--- config.mk ---
export PLATFORM = sky130hd
export DESIGN_NAME = cmd_ring_fetch
export DESIGN_NICKNAME = d
export VERILOG_FILES = /design/src/rtl/cmdf_pkg.sv /design/src/rtl/cmdf_ctx_stack.sv /design/src/rtl/cmdf_word_port.sv /design/src/rtl/cmd_ring_fetch.sv
export SDC_FILE = /design/constraint.sdc
export NUM_CORES = 1
export LEC_CHECK = 0
export ABC_AREA = 0
export BUFFER_PORTS_ARGS = -buffer_cell sky130_fd_sc_hd__clkbuf_2
export CAP_MARGIN = 10
export CORE_UTILIZATION = 55
export DETAILED_ROUTE_END_ITERATION = 16
export PLACE_DENSITY = 0.78
export SYNTH_ARGS = -nofsm -noshare
export SYNTH_HDL_FRONTEND = slang
export SYNTH_HIERARCHICAL = 1
export SYNTH_SLANG_ARGS = --single-unit
--- constraint.sdc ---
create_clock -name clk -period 4.9 [get_ports clk]
set_clock_uncertainty 0.2 [all_clocks]
set_input_delay 0.735 -clock clk [delete_from_list [all_inputs] [get_ports clk]]
set_output_delay 0.735 -clock clk [all_outputs]
set_load 0.05 [all_outputs]
--- src/rtl/cmdf_pkg.sv ---
package cmdf_pkg;

   typedef enum logic {
      MODE_CIRC   = 1'b0,
      MODE_LINEAR = 1'b1
   } buf_mode_e;

   // Offset of a word from the buffer base, in words.
   function automatic logic [31:0] ring_offset(input logic [31:0] rptr,
                                               input logic [31:0] ofs,
                                               input logic [31:0] mask,
                                               input buf_mode_e   mode);
      logic [31:0] sum;
      sum = rptr + ofs;
      return (mode == MODE_LINEAR) ? sum : (sum & mask);
   endfunction

   // Words waiting between read and write pointers.
   function automatic logic [31:0] pend_words(input logic [31:0] rptr,
                                              input logic [31:0] wptr,
                                              input logic [31:0] mask,
                                              input buf_mode_e   mode);
      if (mode == MODE_LINEAR) return (wptr > rptr) ? (wptr - rptr) : 32'd0;
      return (wptr - rptr) & mask;
   endfunction

   function automatic logic has_pending(input logic [31:0] rptr,
                                        input logic [31:0] wptr,
                                        input buf_mode_e   mode);
      if (mode == MODE_LINEAR) return rptr < wptr;
      return rptr != wptr;
   endfunction

endpackage

--- src/rtl/cmdf_ctx_stack.sv ---
module cmdf_ctx_stack
   import cmdf_pkg::*;
#(
   parameter int DEPTH  = 4,
   parameter int ADDR_W = 32,
   parameter int PTR_W  = 16,
   localparam int SP_W  = $clog2(DEPTH + 1)
) (
   input  logic              clk,
   input  logic              rst_n,
   input  logic              clear,
   input  logic              push,
   input  logic [ADDR_W-1:0] push_base,
   input  logic [PTR_W-1:0]  push_rptr,
   input  logic [PTR_W-1:0]  push_wptr,
   input  buf_mode_e         push_mode,
   input  logic              pop,
   input  logic              bot_we,
   input  logic [PTR_W-1:0]  bot_wptr,
   output logic [SP_W-1:0]   sp,
   output logic [ADDR_W-1:0] top_base,
   output logic [PTR_W-1:0]  top_rptr,
   output logic [PTR_W-1:0]  top_wptr,
   output buf_mode_e         top_mode,
   output logic [PTR_W-1:0]  bot_rptr,
   output logic              saved_busy
);

   if (DEPTH < 1) begin : g_bad_depth
      $error("cmdf_ctx_stack: DEPTH must be at least 1");
   end

   logic [ADDR_W-1:0] s_base [DEPTH];
   logic [PTR_W-1:0]  s_rptr [DEPTH];
   logic [PTR_W-1:0]  s_wptr [DEPTH];
   buf_mode_e         s_mode [DEPTH];
   logic [DEPTH-1:0]  ent_pend;

   always_ff @(posedge clk or negedge rst_n) begin
      if (!rst_n) begin
         sp <= '0;
         for (int i = 0; i < DEPTH; i++) begin
            s_base[i] <= '0;
            s_rptr[i] <= '0;
            s_wptr[i] <= '0;
            s_mode[i] <= MODE_CIRC;
         end
      end else if (clear) begin
         sp <= '0;
      end else begin
         // host pointer lands in the bottom (primary) slot
         if (bot_we) s_wptr[0] <= bot_wptr;
         if (push) begin
            for (int i = 0; i < DEPTH; i++) begin
               if (sp == SP_W'(i)) begin
                  s_base[i] <= push_base;
                  s_rptr[i] <= push_rptr;
                  s_wptr[i] <= push_wptr;
                  s_mode[i] <= push_mode;
               end
            end
            sp <= sp + SP_W'(1);
         end else if (pop) begin
            sp <= sp - SP_W'(1);
         end
      end
   end

   always_comb begin
      top_base = s_base[0];
      top_rptr = s_rptr[0];
      top_wptr = s_wptr[0];
      top_mode = s_mode[0];
      for (int i = 1; i < DEPTH; i++) begin
         if (sp == SP_W'(i + 1)) begin
            top_base = s_base[i];
            top_rptr = s_rptr[i];
            top_wptr = s_wptr[i];
            top_mode = s_mode[i];
         end
      end
   end

   assign bot_rptr = s_rptr[0];

   for (genvar gi = 0; gi < DEPTH; gi++) begin : g_ent
      assign ent_pend[gi] = (sp > SP_W'(gi)) &&
                            has_pending(32'(s_rptr[gi]), 32'(s_wptr[gi]), s_mode[gi]);
   end
   assign saved_busy = |ent_pend;

   p_sp_bound_r10: assert property (@(posedge clk) disable iff (!rst_n)
      32'(sp) <= DEPTH);

   p_no_push_full_r10: assert property (@(posedge clk) disable iff (!rst_n)
      push |-> 32'(sp) < DEPTH);

   p_push_pop_excl_r7: assert property (@(posedge clk) disable iff (!rst_n)
      !(push && pop));

endmodule

--- src/rtl/cmdf_word_port.sv ---
module cmdf_word_port #(
   parameter int DATA_W = 32
) (
   input  logic              clk,
   input  logic              rst_n,
   input  logic              flush,
   input  logic              issue,
   input  logic [DATA_W-1:0] mem_rdata,
   input  logic              cmd_ready,
   output logic              cmd_valid,
   output logic [DATA_W-1:0] cmd_data,
   output logic              inflight,
   output logic              capture
);

   assign capture = inflight && !flush;

   always_ff @(posedge clk or negedge rst_n) begin
      if (!rst_n) begin
         inflight  <= 1'b0;
         cmd_valid <= 1'b0;
         cmd_data  <= '0;
      end else begin
         inflight <= issue;
         if (flush) begin
            cmd_valid <= 1'b0;
         end else if (capture) begin
            cmd_valid <= 1'b1;
            cmd_data  <= mem_rdata;
         end else if (cmd_valid && cmd_ready) begin
            cmd_valid <= 1'b0;
         end
      end
   end

   p_one_read_r11: assert property (@(posedge clk) disable iff (!rst_n)
      issue |=> !issue);

   p_hold_word_r11: assert property (@(posedge clk) disable iff (!rst_n)
      cmd_valid && !cmd_ready && !flush |=> cmd_valid && $stable(cmd_data));

endmodule

--- src/rtl/cmd_ring_fetch.sv ---
module cmd_ring_fetch
   import cmdf_pkg::*;
#(
   parameter int ADDR_W      = 32,
   parameter int DATA_W      = 32,
   parameter int CODE_W      = 4,
   parameter int MAX_CODE    = 14,
   parameter int STACK_DEPTH = 4,
   parameter bit CLAMP_CODE  = 1'b1,
   localparam int PTR_W      = MAX_CODE + 2,
   localparam int SP_W       = $clog2(STACK_DEPTH + 1)
) (
   input  logic              clk,
   input  logic              rst_n,
   input  logic              cfg_init,
   input  logic [ADDR_W-1:0] cfg_base,
   input  logic [CODE_W-1:0] cfg_size_code,
   input  logic              wptr_we,
   input  logic [PTR_W-1:0]  wptr_data,
   output logic [PTR_W-1:0]  host_rptr,
   output logic              mem_req,
   output logic [ADDR_W-1:0] mem_addr,
   input  logic [DATA_W-1:0] mem_rdata,
   output logic              cmd_valid,
   output logic [DATA_W-1:0] cmd_data,
   input  logic              cmd_ready,
   input  logic              adv_valid,
   input  logic [PTR_W-1:0]  adv_count,
   input  logic              jump_req,
   input  logic [ADDR_W-1:0] jump_addr,
   input  logic [PTR_W-1:0]  jump_len,
   output logic              busy,
   output logic              overflow_err
);

   if (PTR_W > 31) begin : g_bad_ptr
      $error("cmd_ring_fetch: MAX_CODE too large for 32-bit pointer math");
   end
   if (MAX_CODE >= (1 << CODE_W)) begin : g_bad_code
      $error("cmd_ring_fetch: CODE_W cannot express MAX_CODE");
   end
   if (ADDR_W > 32 || ADDR_W < PTR_W + 2) begin : g_bad_addr
      $error("cmd_ring_fetch: ADDR_W out of range");
   end
   if (STACK_DEPTH < 1) begin : g_bad_stack
      $error("cmd_ring_fetch: STACK_DEPTH must be at least 1");
   end

   // ---------------- active context ----------------
   logic              inited;
   logic [ADDR_W-1:0] a_base;
   logic [PTR_W-1:0]  a_rptr, a_wptr, mask_q, fofs;
   buf_mode_e         a_mode;
   logic              ovf;

   // ---------------- size code decode ----------------
   logic [CODE_W-1:0] code_eff;
   logic [PTR_W-1:0]  mask_new;

   if (CLAMP_CODE) begin : g_clamp
      always_comb code_eff = (32'(cfg_size_code) > MAX_CODE) ? CODE_W'(MAX_CODE)
                                                               : cfg_size_code;
   end else begin : g_raw
      assign code_eff = cfg_size_code;
   end

   always_comb begin
      for (int b = 0; b < PTR_W; b++) mask_new[b] = (b <= int'(code_eff));
   end

   // ---------------- stack ----------------
   logic [SP_W-1:0]   sp;
   logic [ADDR_W-1:0] top_base;
   logic [PTR_W-1:0]  top_rptr, top_wptr, bot_rptr;
   buf_mode_e         top_mode;
   logic              saved_busy;

   // ---------------- control ----------------
   logic              jump_acc, jump_rej, pop_go, flush, act_pend;
   logic [PTR_W-1:0]  wptr_red, wptr_cur, rptr_adv, pop_wptr, avail, fofs_nxt;
   logic              issue, inflight, capture;
   logic [31:0]       fetch_off;

   assign wptr_red = wptr_data & mask_q;
   assign act_pend = inited && has_pending(32'(a_rptr), 32'(a_wptr), a_mode);
   assign jump_acc = jump_req && inited && !cfg_init && (32'(sp) < STACK_DEPTH);
   assign jump_rej = jump_req && inited && !cfg_init && (32'(sp) >= STACK_DEPTH);
   assign pop_go   = inited && !cfg_init && !jump_acc && (a_mode == MODE_LINEAR) &&
                     !act_pend && (sp != '0);
   assign flush    = cfg_init || jump_acc || pop_go;

   assign rptr_adv = adv_valid ?
                     PTR_W'(ring_offset(32'(a_rptr), 32'(adv_count), 32'(mask_q), a_mode))
                     : a_rptr;
   assign wptr_cur = (wptr_we && inited && sp == '0) ? wptr_red : a_wptr;
   assign pop_wptr = (wptr_we && sp == SP_W'(1)) ? wptr_red : top_wptr;
   assign fofs_nxt = fofs + PTR_W'(capture) - (adv_valid ? adv_count : '0);

   assign avail     = PTR_W'(pend_words(32'(a_rptr), 32'(a_wptr), 32'(mask_q), a_mode));
   assign issue     = inited && !flush && !inflight && !cmd_valid && (fofs < avail);
   assign fetch_off = ring_offset(32'(a_rptr), 32'(fofs), 32'(mask_q), a_mode);
   assign mem_req   = issue;
   assign mem_addr  = a_base + (ADDR_W'(fetch_off) << 2);

   always_ff @(posedge clk or negedge rst_n) begin
      if (!rst_n) begin
         inited <= 1'b0;
         a_base <= '0;
         a_rptr <= '0;
         a_wptr <= '0;
         a_mode <= MODE_CIRC;
         mask_q <= '0;
         fofs   <= '0;
         ovf    <= 1'b0;
      end else if (cfg_init) begin
         inited <= 1'b1;
         a_base <= cfg_base;
         a_rptr <= '0;
         a_wptr <= '0;
         a_mode <= MODE_CIRC;
         mask_q <= mask_new;
         fofs   <= '0;
         ovf    <= 1'b0;
      end else begin
         if (jump_rej) ovf <= 1'b1;
         if (jump_acc) begin
            a_base <= jump_addr;
            a_rptr <= '0;
            a_wptr <= jump_len;
            a_mode <= MODE_LINEAR;
            fofs   <= '0;
         end else if (pop_go) begin
            a_base <= top_base;
            a_rptr <= top_rptr;
            a_wptr <= pop_wptr;
            a_mode <= top_mode;
            fofs   <= '0;
         end else begin
            a_rptr <= rptr_adv;
            a_wptr <= wptr_cur;
            fofs   <= fofs_nxt;
         end
      end
   end

   cmdf_ctx_stack #(
      .DEPTH (STACK_DEPTH),
      .ADDR_W(ADDR_W),
      .PTR_W (PTR_W)
   ) u_stack (
      .clk       (clk),
      .rst_n     (rst_n),
      .clear     (cfg_init),
      .push      (jump_acc),
      .push_base (a_base),
      .push_rptr (rptr_adv),
      .push_wptr (wptr_cur),
      .push_mode (a_mode),
      .pop       (pop_go),
      .bot_we    (wptr_we && inited && sp != '0),
      .bot_wptr  (wptr_red),
      .sp        (sp),
      .top_base  (top_base),
      .top_rptr  (top_rptr),
      .top_wptr  (top_wptr),
      .top_mode  (top_mode),
      .bot_rptr  (bot_rptr),
      .saved_busy(saved_busy)
   );

   cmdf_word_port #(
      .DATA_W(DATA_W)
   ) u_port (
      .clk      (clk),
      .rst_n    (rst_n),
      .flush    (flush),
      .issue    (issue),
      .mem_rdata(mem_rdata),
      .cmd_ready(cmd_ready),
      .cmd_valid(cmd_valid),
      .cmd_data (cmd_data),
      .inflight (inflight),
      .capture  (capture)
   );

   assign host_rptr    = (sp == '0) ? a_rptr : bot_rptr;
   assign busy         = act_pend || saved_busy;
   assign overflow_err = ovf;

   p_circ_in_range_r1: assert property (@(posedge clk) disable iff (!rst_n)
      inited && a_mode == MODE_CIRC |-> ((a_rptr & ~mask_q) == '0) && ((a_wptr & ~mask_q) == '0));

   p_init_empty_r2: assert property (@(posedge clk) disable iff (!rst_n)
      cfg_init |=> !busy && !cmd_valid && !overflow_err);

   p_ib_end_fixed_r3: assert property (@(posedge clk) disable iff (!rst_n)
      a_mode == MODE_LINEAR && !flush |=> $stable(a_wptr));

   p_ib_monotonic_r6: assert property (@(posedge clk) disable iff (!rst_n)
      a_mode == MODE_LINEAR && !flush |=> a_rptr >= $past(a_rptr));

   p_mirror_frozen_r8: assert property (@(posedge clk) disable iff (!rst_n)
      inited && sp != '0 && !cfg_init |=> $stable(host_rptr));

   p_ovf_sticky_r10: assert property (@(posedge clk) disable iff (!rst_n)
      overflow_err && !cfg_init |=> overflow_err);

endmodule

After elaboration in Yosys (flattened, before gate mapping):

Index checks and enable logic that the tools add are counted.

* register bits: 396
* latch bits: 0
* bits in writable memories: 0
* memory bits (read-only): 0
* input port bits: 155
* output and inout bits: 84
* logic and storage cells: 191
* memories: 0

* add/subtract/negate cells: 8
* $mul: 0
* divide/modulo/power cells: 0
* $lt $le $gt $ge: 29
* eq/ne operators: 9
* shift operators: 0
* multiplexer cells: 67
* bitwise gates (word level): 6
* reductions and logical operators: 44

Operators by type and width (number)
* $mux 16: 29
* $mux 32: 6
* $lt 16x16->1: 6
* $ne 16x16->1: 5
* $mux 64: 1
* $and 16x16->16: 3
* $add 32x19->32: 1
* $le 4x4->1 const A: 8
* $sub 16x16->16: 2
* $mux 1: 26
* $logic_and 1x1->1: 24
* $add 16x16->17: 1
* $and 17x16->17: 1
* $mux 17: 1
* $add 16x1->16: 1
* $add 16x16->16: 1
* $gt 16x16->1: 1
* $le 3x4->1 const A: 4
* $reduce_and 3->1: 4
* $mux 3: 3
* $reduce_bool 3->1: 3
* $le 2x4->1 const A: 2
* $eq 3x2->1 const B: 2
* $gt 3x1->1 const B: 2
* 17 further kinds: 26

Depth between registers and ports, before layout:

Gate-level depths: netlist of the first run.

* depth after elaboration: 16
* gate-level depth with buffers: 30
* mapped depth without buffers: 27

Modules after synthesis:

Netlist of the first run, hierarchy kept.

Modules (own cells, without submodules)
* cmdf_ctx_stack: times used 1, cells an instance 1311, area each 13869.6 µm², sequential area each 6581.3 µm²
* cmd_ring_fetch: times used 1, cells an instance 1254, area each 9839.4 µm², sequential area each 2452.4 µm²
* cmdf_word_port: times used 1, cells an instance 74, area each 1420.1 µm², sequential area each 850.8 µm²

Worst setup path before layout of the first run:

No wires, ideal clock.

* path type: register to output
* from: reg a_rptr[1]
* to: out mem_req
* arrival time: 4.540 ns
* path slack: -0.575 ns
* stages on the path, launching flop included: 17
* buffers on the path: 0
* path through: dfrtp_1 -> inv_1 -> ha_1 -> nor2b_1 -> o21ai_0 -> a21boi_0 -> o21ai_0 -> a21oi_1 -> a31oi_1 -> xor2_1 -> or3_1 -> ha_1 -> a21o_1 -> a21o_1 -> a21oi_1 -> o211ai_1 -> nor4_1

* word-level cells in the longest chain between the ends: 13

RTL lines
* from (decl): line cmd_ring_fetch.sv:52 `logic [PTR_W-1:0] a_rptr, a_wptr, mask_q, fofs;`
* from (signal assigned): line cmd_ring_fetch.sv:134 `a_rptr <= top_rptr;`
* from (signal assigned): line cmd_ring_fetch.sv:139 `a_rptr <= rptr_adv;`
* parallel branches: the longest is 12 deep, another holds $sub 16x16->16
* $logic_and 1x1->1 *: line cmd_ring_fetch.sv:100 `assign issue = inited && !flush && !inflight && !cmd_valid && (fofs < avail);`
* to (decl): line cmd_ring_fetch.sv:21 `output logic mem_req,`

Mark *: on every way between the ends. The select of a mux whose other input is x is not followed.

Final worst setup path of the first run:

* from: reg a_rptr[1]
* to: out mem_addr[27]

* word-level cells in the longest chain between the ends: 4

RTL lines
* $add 16x16->17 *: line cmdf_pkg.sv:14 `sum = rptr + ofs;`
* $and 17x16->17: line cmdf_pkg.sv:15 `return (mode == MODE_LINEAR) ? sum : (sum & mask);`
* $mux 17 *: line cmdf_pkg.sv:15
* $add 32x19->32 *: line cmd_ring_fetch.sv:103 `assign mem_addr = a_base + (ADDR_W'(fetch_off) << 2);`
* to (decl): line cmd_ring_fetch.sv:22 `output logic [ADDR_W-1:0] mem_addr,`

Every way passes the cells marked *; elsewhere a longest branch is shown, timed or not.

==> results of run 1 <==
cell families (layout without fill, tap and decap cells):
family                   after synthesis  count (layout)  synth area share
AND/OR/NAND/NOR                      742             742             0.136
other                                  0               2                 0
AO/OA/AOI/OAI                        655             655             0.157
XOR/XNOR                              74              74            0.0261
buffers and inverters                302             588            0.0576
adder cells (fa/ha/maj)              185             185            0.0936
multiplexers                         286             286             0.137
flip-flops                           395             395             0.393
repair_timing:
item / 4_1_cts / 5_1_grt
setup endpoints to repair: 24 / 30
pin swaps: 47 / 21
resized for setup: 81 / 41
hold buffers: 0 / 0
setup buffers: 13 / 6
stage by stage:
step	setup TNS (ps)	std cells	util
3_5_place_dp	-1470	3420	0.616
2_1_floorplan	0	2639	-
3_3_place_gp	-862	3420	0.616
6_report	-9060	3519	0.663
5_1_grt	-13800	3518	0.663
4_1_cts	-8920	3512	0.658
how the worst max path moves through the flow:
| stage | cells past startpoint | slack, ps | endpoint |
|---|---|---|---|
| CTS | 20 | -620 | mem_addr[27] |
| finish | 18 | -650 | mem_addr[27] |
| floorplan | 15 | 20 | mem_addr[20] |
| global placement | 19 | -110 | mem_addr[27] |
| detailed placement | 20 | -250 | mem_addr[28] |
| global route | 21 | -840 | mem_addr[27] |
critical path: stages (launching register included):
cell and delay, ps:
dfrtp_1 400, ha_1 300, a21o_1 180, a21oi_2 170, nor2_1 60, o21a_1 190
o22a_1 190, xor2_1 130, and2_1 160, ha_1 190, or3_1 380, o211ai_1 140
o311ai_2 170, a31o_2 240, a221o_1 400, and2_4 230, nor2b_4 150, xnor2_4 180
buf_12 150
layout by cell type, fill, tap and decap left out, types with 10 or more instances in the layout:
cell	n
clkbuf_16	45
ha_1	171
mux2_2	146
o21ai_0	206
nand2_1	260
o21ai_1	47
o21a_1	19
nand4_1	18
o211ai_1	27
clkbuf_2	212
xnor2_1	36
dfrtp_1	395
a21oi_1	175
inv_1	134
clkinv_2	10
mux2_4	77
buf_4	119
o221ai_1	32
nor2_1	213
nand2b_1	43
mux2i_1	56
a211oi_1	10
xor2_1	21
a22oi_1	16
nand3_1	71
a21oi_2	10
nor2b_1	14
or3_1	12
nor3_1	28
a21o_1	25
buf_12	22
flip-flops by register name, indices dropped and copies added (netlist names):
| register | count |
|---|---|
| fofs | 16 |
| a_rptr | 16 |
| overflow_err | 1 |
| a_wptr | 16 |
| mask_q | 16 |
| u_stack/s_mode | 4 |
| u_port/cmd_valid | 1 |
| u_stack/s_rptr | 48 |
| u_stack/bot_rptr | 16 |
| a_mode | 1 |
| u_stack/sp | 3 |
| a_base | 32 |
| u_port/cmd_data | 32 |
| u_stack/s_base | 128 |
| u_stack/s_wptr | 64 |
| u_port/inflight | 1 |
routing by layer:
metal	vias up	global-route usage	part of all wire
li1	9788	-	-
met1	10600	0.448	0.41
met2	1048	0.553	0.47
met3	189	0.0564	0.079
met4	0	0.142	0.039
met5	-	0	0
power groups by stage:
stage                     sequential (uW)  clock [uW]  combinational (uW)
after floorplan                      4940           0                3900
after global placement               4640           0                5890
after detailed placement             4700           0                6040
after CTS                            4650        3410                6280
after global routing                 4750        3530                6950
final                                4680        3370                6460
layout make-up:
class                           count  area share
Timing Repair Buffer              368      0.0871
Antenna cell                        2    0.000169
Tap cell                          592      0.0251
Multi-Input combinational cell   1942       0.486
Sequential cell                   395       0.334
Inverter                          140      0.0178
Clock inverter                     21     0.00694
Clock buffer                       59      0.0422
==> impl_metrics.toml, run 1 <==
[run_status]
status = "finished, violations left"
violations = "negative setup slack"

[worst_setup_path]
path_class = "reg -> out"
required_ps = 3960
ff2ff_path_depth = 27
timing.rr.start = "a_rptr[0]$_DFF_PN0_"
timing.rr.end = "fofs[10]$_DFF_PN0_"
cp-end-kind = "primary output"
rrSetupSlack_ps = 320
crit_path_start = "a_rptr[1]$_DFF_PN0_"
critPathMaxFanout = 7
arrival_ps = 4620
cp-start-kind = "flop"

[cts]
cts_buffers = 45
root_buffer = "clkbuf_16"
clockBufferDepth = 3
clock_latency_ps = 610
path_clk_slew_ps = 60
tritoncts = "yes"
cts.sinks = 395
cts_max_level = 2

[sta]
max_freq_mhz = 180
setup_ws_ps = -655
rsz0062_at_grt = "true"
slew-limit-headroom = 0.143
hold_viol = 0
slew_violations = 0
timing.final.crit_share = 1.13
hold_slack_ps = 10.2
setup_viol = 19
finalCriticalPeriod_ps = 5550
tightest_slew_ps = 1270

[power]
combPwrFrac = 0.445
seqPwrFrac = 0.323
switching_share = 0.410
static-leakage-power_uw = 0.0141
max-vdd-ir-drop_mv = 0.565
powerDensity_mw_per_mm2 = 491
clockPowerShare = 0.232
p_int_uw = 8560
p_sw_uw = 5960
total_power_uw = 14500

[drt]
drc = 0
post_drt_wl_per_cell_um = 22.7
drt_iter0_drc = 2262
drtAntennaViolNets = 0
first_pass_iters = 6
via_per_inst = 6.16
vias = 21700
wirelength_mm = 80.0

[synth]
synth_area_leader_cell = "dfrtp_1"
post_synth_main_area_contributors = "dfrtp_1 39%, ha_1 9.0%, mux2_2 6.5%"
synthesis.nets = 2979
synth_top_flop_cell = "dfrtp_1"
syn-cell-area_mm2 = 0.0251
avgSynthCellArea_um2 = 9.52
synth_cell_types = 85
async_flop_share = 1.00
syn_inst = 2639
synth_warnings = 6
synth_most_common_cell = "dfrtp_1"
yosys_register_bits = 395
ys_seq_area_frac = 0.393
synth_edf_count = 0
yosysTopAreaCellShare = 0.393
synthTopCellsByCount = "395 x dfrtp_1, 262 x nand2_1, 221 x nor2_1"

[die]
rows = 77
die_w_um = 216
top_level_ports = 239
die_area_mm2 = 0.0465
die_h_um = 216
start_util = 0.563
coreArea_mm2 = 0.0446

[layout]
final_layout_size_suffix_gt1_frac = 0.268
nFillCells = 3434
final_cell_area_mm2 = 0.0296
multi_input_area_mm2 = 0.0144
regArea_mm2 = 0.00988
layout.nets = 3232
area_growth_pct = 17.6

[placed_design]
port-buffer-count = 238
dpl.hpwl_mm = 57.3
place_congestion = 0.978
postPlaceCellArea_mm2 = 0.0275
dp_slack_ps = -248

[global_route]
grt_pass1_vias = 21600
gr-total-overflow = 0
grt_max_degree = 116
grt_pass1_wl_mm = 123
grt_util_all_layers = 0.339
antenna_found_initial = 2

[job]
drv_cap = 0

[min_path]
hold_class = "in -> async"
Note: power is estimated with default switching activity, not from simulation.
==> run 2, diff against run 1 <==
- MAX_ROUTING_LAYER: unset -> met4
==> impl_metrics.toml, run 2 (same netlist as run 1, synthesis figures left out) <==
[run_status]
status = "finished, violations left"
violations = "negative setup slack"

[sta]
tns_ps = -9380
slew-limit-headroom = 0.148
setup_viol = 19
setup_ws_ps = -683
finalCriticalPeriod_ps = 5580
rsz0062_at_grt = "true"
max_freq_mhz = 179
hold_slack_ps = 166
hold_viol = 0
slew_violations = 0
tightest_slew_ps = 1260
timing.final.crit_share = 1.14

[cts]
cts.sinks = 395
cts_buffers = 45
cts_max_level = 2
root_buffer = "clkbuf_16"
clock_latency_ps = 600
path_clk_slew_ps = 60
clockBufferDepth = 3
tritoncts = "yes"

[worst_setup_path]
cp-end-kind = "primary output"
path_class = "reg -> out"
ff2ff_path_depth = 28
critPathMaxFanout = 3
cp-start-kind = "flop"
arrival_ps = 4650
rrSetupSlack_ps = 230
timing.rr.end = "fofs[8]$_DFF_PN0_"
timing.rr.start = "a_rptr[0]$_DFF_PN0_"
required_ps = 3960

[drt]
drtAntennaViolNets = 0
via_per_inst = 6.16
first_pass_iters = 5
vias = 21800
drt_iter0_drc = 2240
drc = 0
post_drt_wl_per_cell_um = 22.7
wirelength_mm = 80.2

[placed_design]
place_congestion = 1.05
dpl.hpwl_mm = 57.3
postPlaceCellArea_mm2 = 0.0275
port-buffer-count = 238
dp_slack_ps = -214

[die]
rows = 77
die_h_um = 216
coreArea_mm2 = 0.0446
top_level_ports = 239
die_area_mm2 = 0.0465
start_util = 0.563
die_w_um = 216

[layout]
nFillCells = 3372
top_regs = "u_stack/s_base (128), u_stack/s_wptr (64), u_stack/s_rptr (48)"
layout.nets = 3253
area_growth_pct = 19.3
largest_register_ffs = 128
mostFrequentLayoutCells = "395 x dfrtp_1, 257 x nand2_1, 212 x clkbuf_2"
mostFrequentLayoutCell = "dfrtp_1"
final_cell_area_mm2 = 0.0300
regMostFlops = "u_stack/s_base"
final_layout_size_suffix_gt1_frac = 0.280

[power]
static-leakage-power_uw = 0.0144
p_sw_uw = 5950
total_power_uw = 14700
seqPwrFrac = 0.318
p_int_uw = 8770
clockPowerShare = 0.236
powerDensity_mw_per_mm2 = 491
combPwrFrac = 0.446
switching_share = 0.404
max-vdd-ir-drop_mv = 0.478

[min_path]
hold_path_end = "a_wptr[6]$_DFF_PN0_"
hold_class = "in -> reg"
min_from = "jump_len[6]"
whs_path_depth = 3

[global_route]
grt_max_degree = 157
gr-total-overflow = 0
grt_pass1_wl_mm = 122
grt_pass1_vias = 21700
antenna_found_initial = 1
grt_util_all_layers = 0.351

[job]
drv_cap = 0
-- run 2: timing repair --
item,4_1_cts,5_1_grt
hold buffers,1,0
hold endpoints to repair,7,0
setup buffers,17,11
pin swaps,40,24
endpoints found under the setup margin,23,31
gates resized for setup,105,66
-- run 2: worst max-delay path by stage --
stage                                    from            to  cells after the start
after floorplan           a_rptr[1]$_DFF_PN0_  mem_addr[20]                     15
after global placement    a_rptr[0]$_DFF_PN0_  mem_addr[31]                     20
after detailed placement  a_rptr[0]$_DFF_PN0_  mem_addr[24]                     22
after CTS                 a_rptr[0]$_DFF_PN0_  mem_addr[29]                     21
after global routing      a_rptr[0]$_DFF_PN0_  mem_addr[18]                     23
final                     a_rptr[0]$_DFF_PN0_  mem_addr[18]                     23
-- run 2: area by class of cell --
type,instances,area (um^2),share of cell area
repair buffers,389,2740,0.0913
clock buffers,68,1350,0.0452
well taps,592,741,0.0247
inverters,140,526,0.0175
flip-flops and latches,395,9880,0.330
multi-input cells,1942,14600,0.487
clock inverters,11,149,0.00497
diodes,1,2.50,0.0000835
-- run 2: power groups by stage --
stage	logic [uW]	registers (uW)	clock network, uW
after floorplan	3900	4940	0
final	6570	4690	3470
after global placement	5910	4630	0
after global routing	7040	4770	3620
after CTS	6300	4660	3490
after detailed placement	6040	4690	0
-- run 2: per-layer routing --
layer | vias to the layer above | track usage | part of all wire
met5 | - | - | 0
met4 | 0 | 0.147 | 0.038
met3 | 181 | 0.0574 | 0.081
met2 | 1028 | 0.551 | 0.47
met1 | 10700 | 0.451 | 0.41
li1 | 9825 | - | -
-- run 2: worst max-delay path, cell delays in order, from the launching register on --
cell and delay, ps:
dfrtp_1 380, ha_2 200, inv_2 50, fa_2 200, nor2b_2 50, o21ai_1 120
nand2b_1 120, buf_4 160, a21o_1 180, a21oi_2 140, xor2_1 160, nor2_1 60
ha_2 340, o21a_1 150, o2111ai_2 140, o211a_1 240, nor3_2 160, a41o_1 300
buf_4 150, buf_6 90, o21a_1 140, nor2_2 70, xnor2_2 270, buf_12 180
-- run 2: per-stage QoR --
step | util | std cells
after global placement | 0.617 | 3431
after floorplan | - | 2639
after detailed placement | 0.617 | 3431
after CTS | 0.664 | 3528
final | 0.672 | 3538
after global routing | 0.672 | 3538
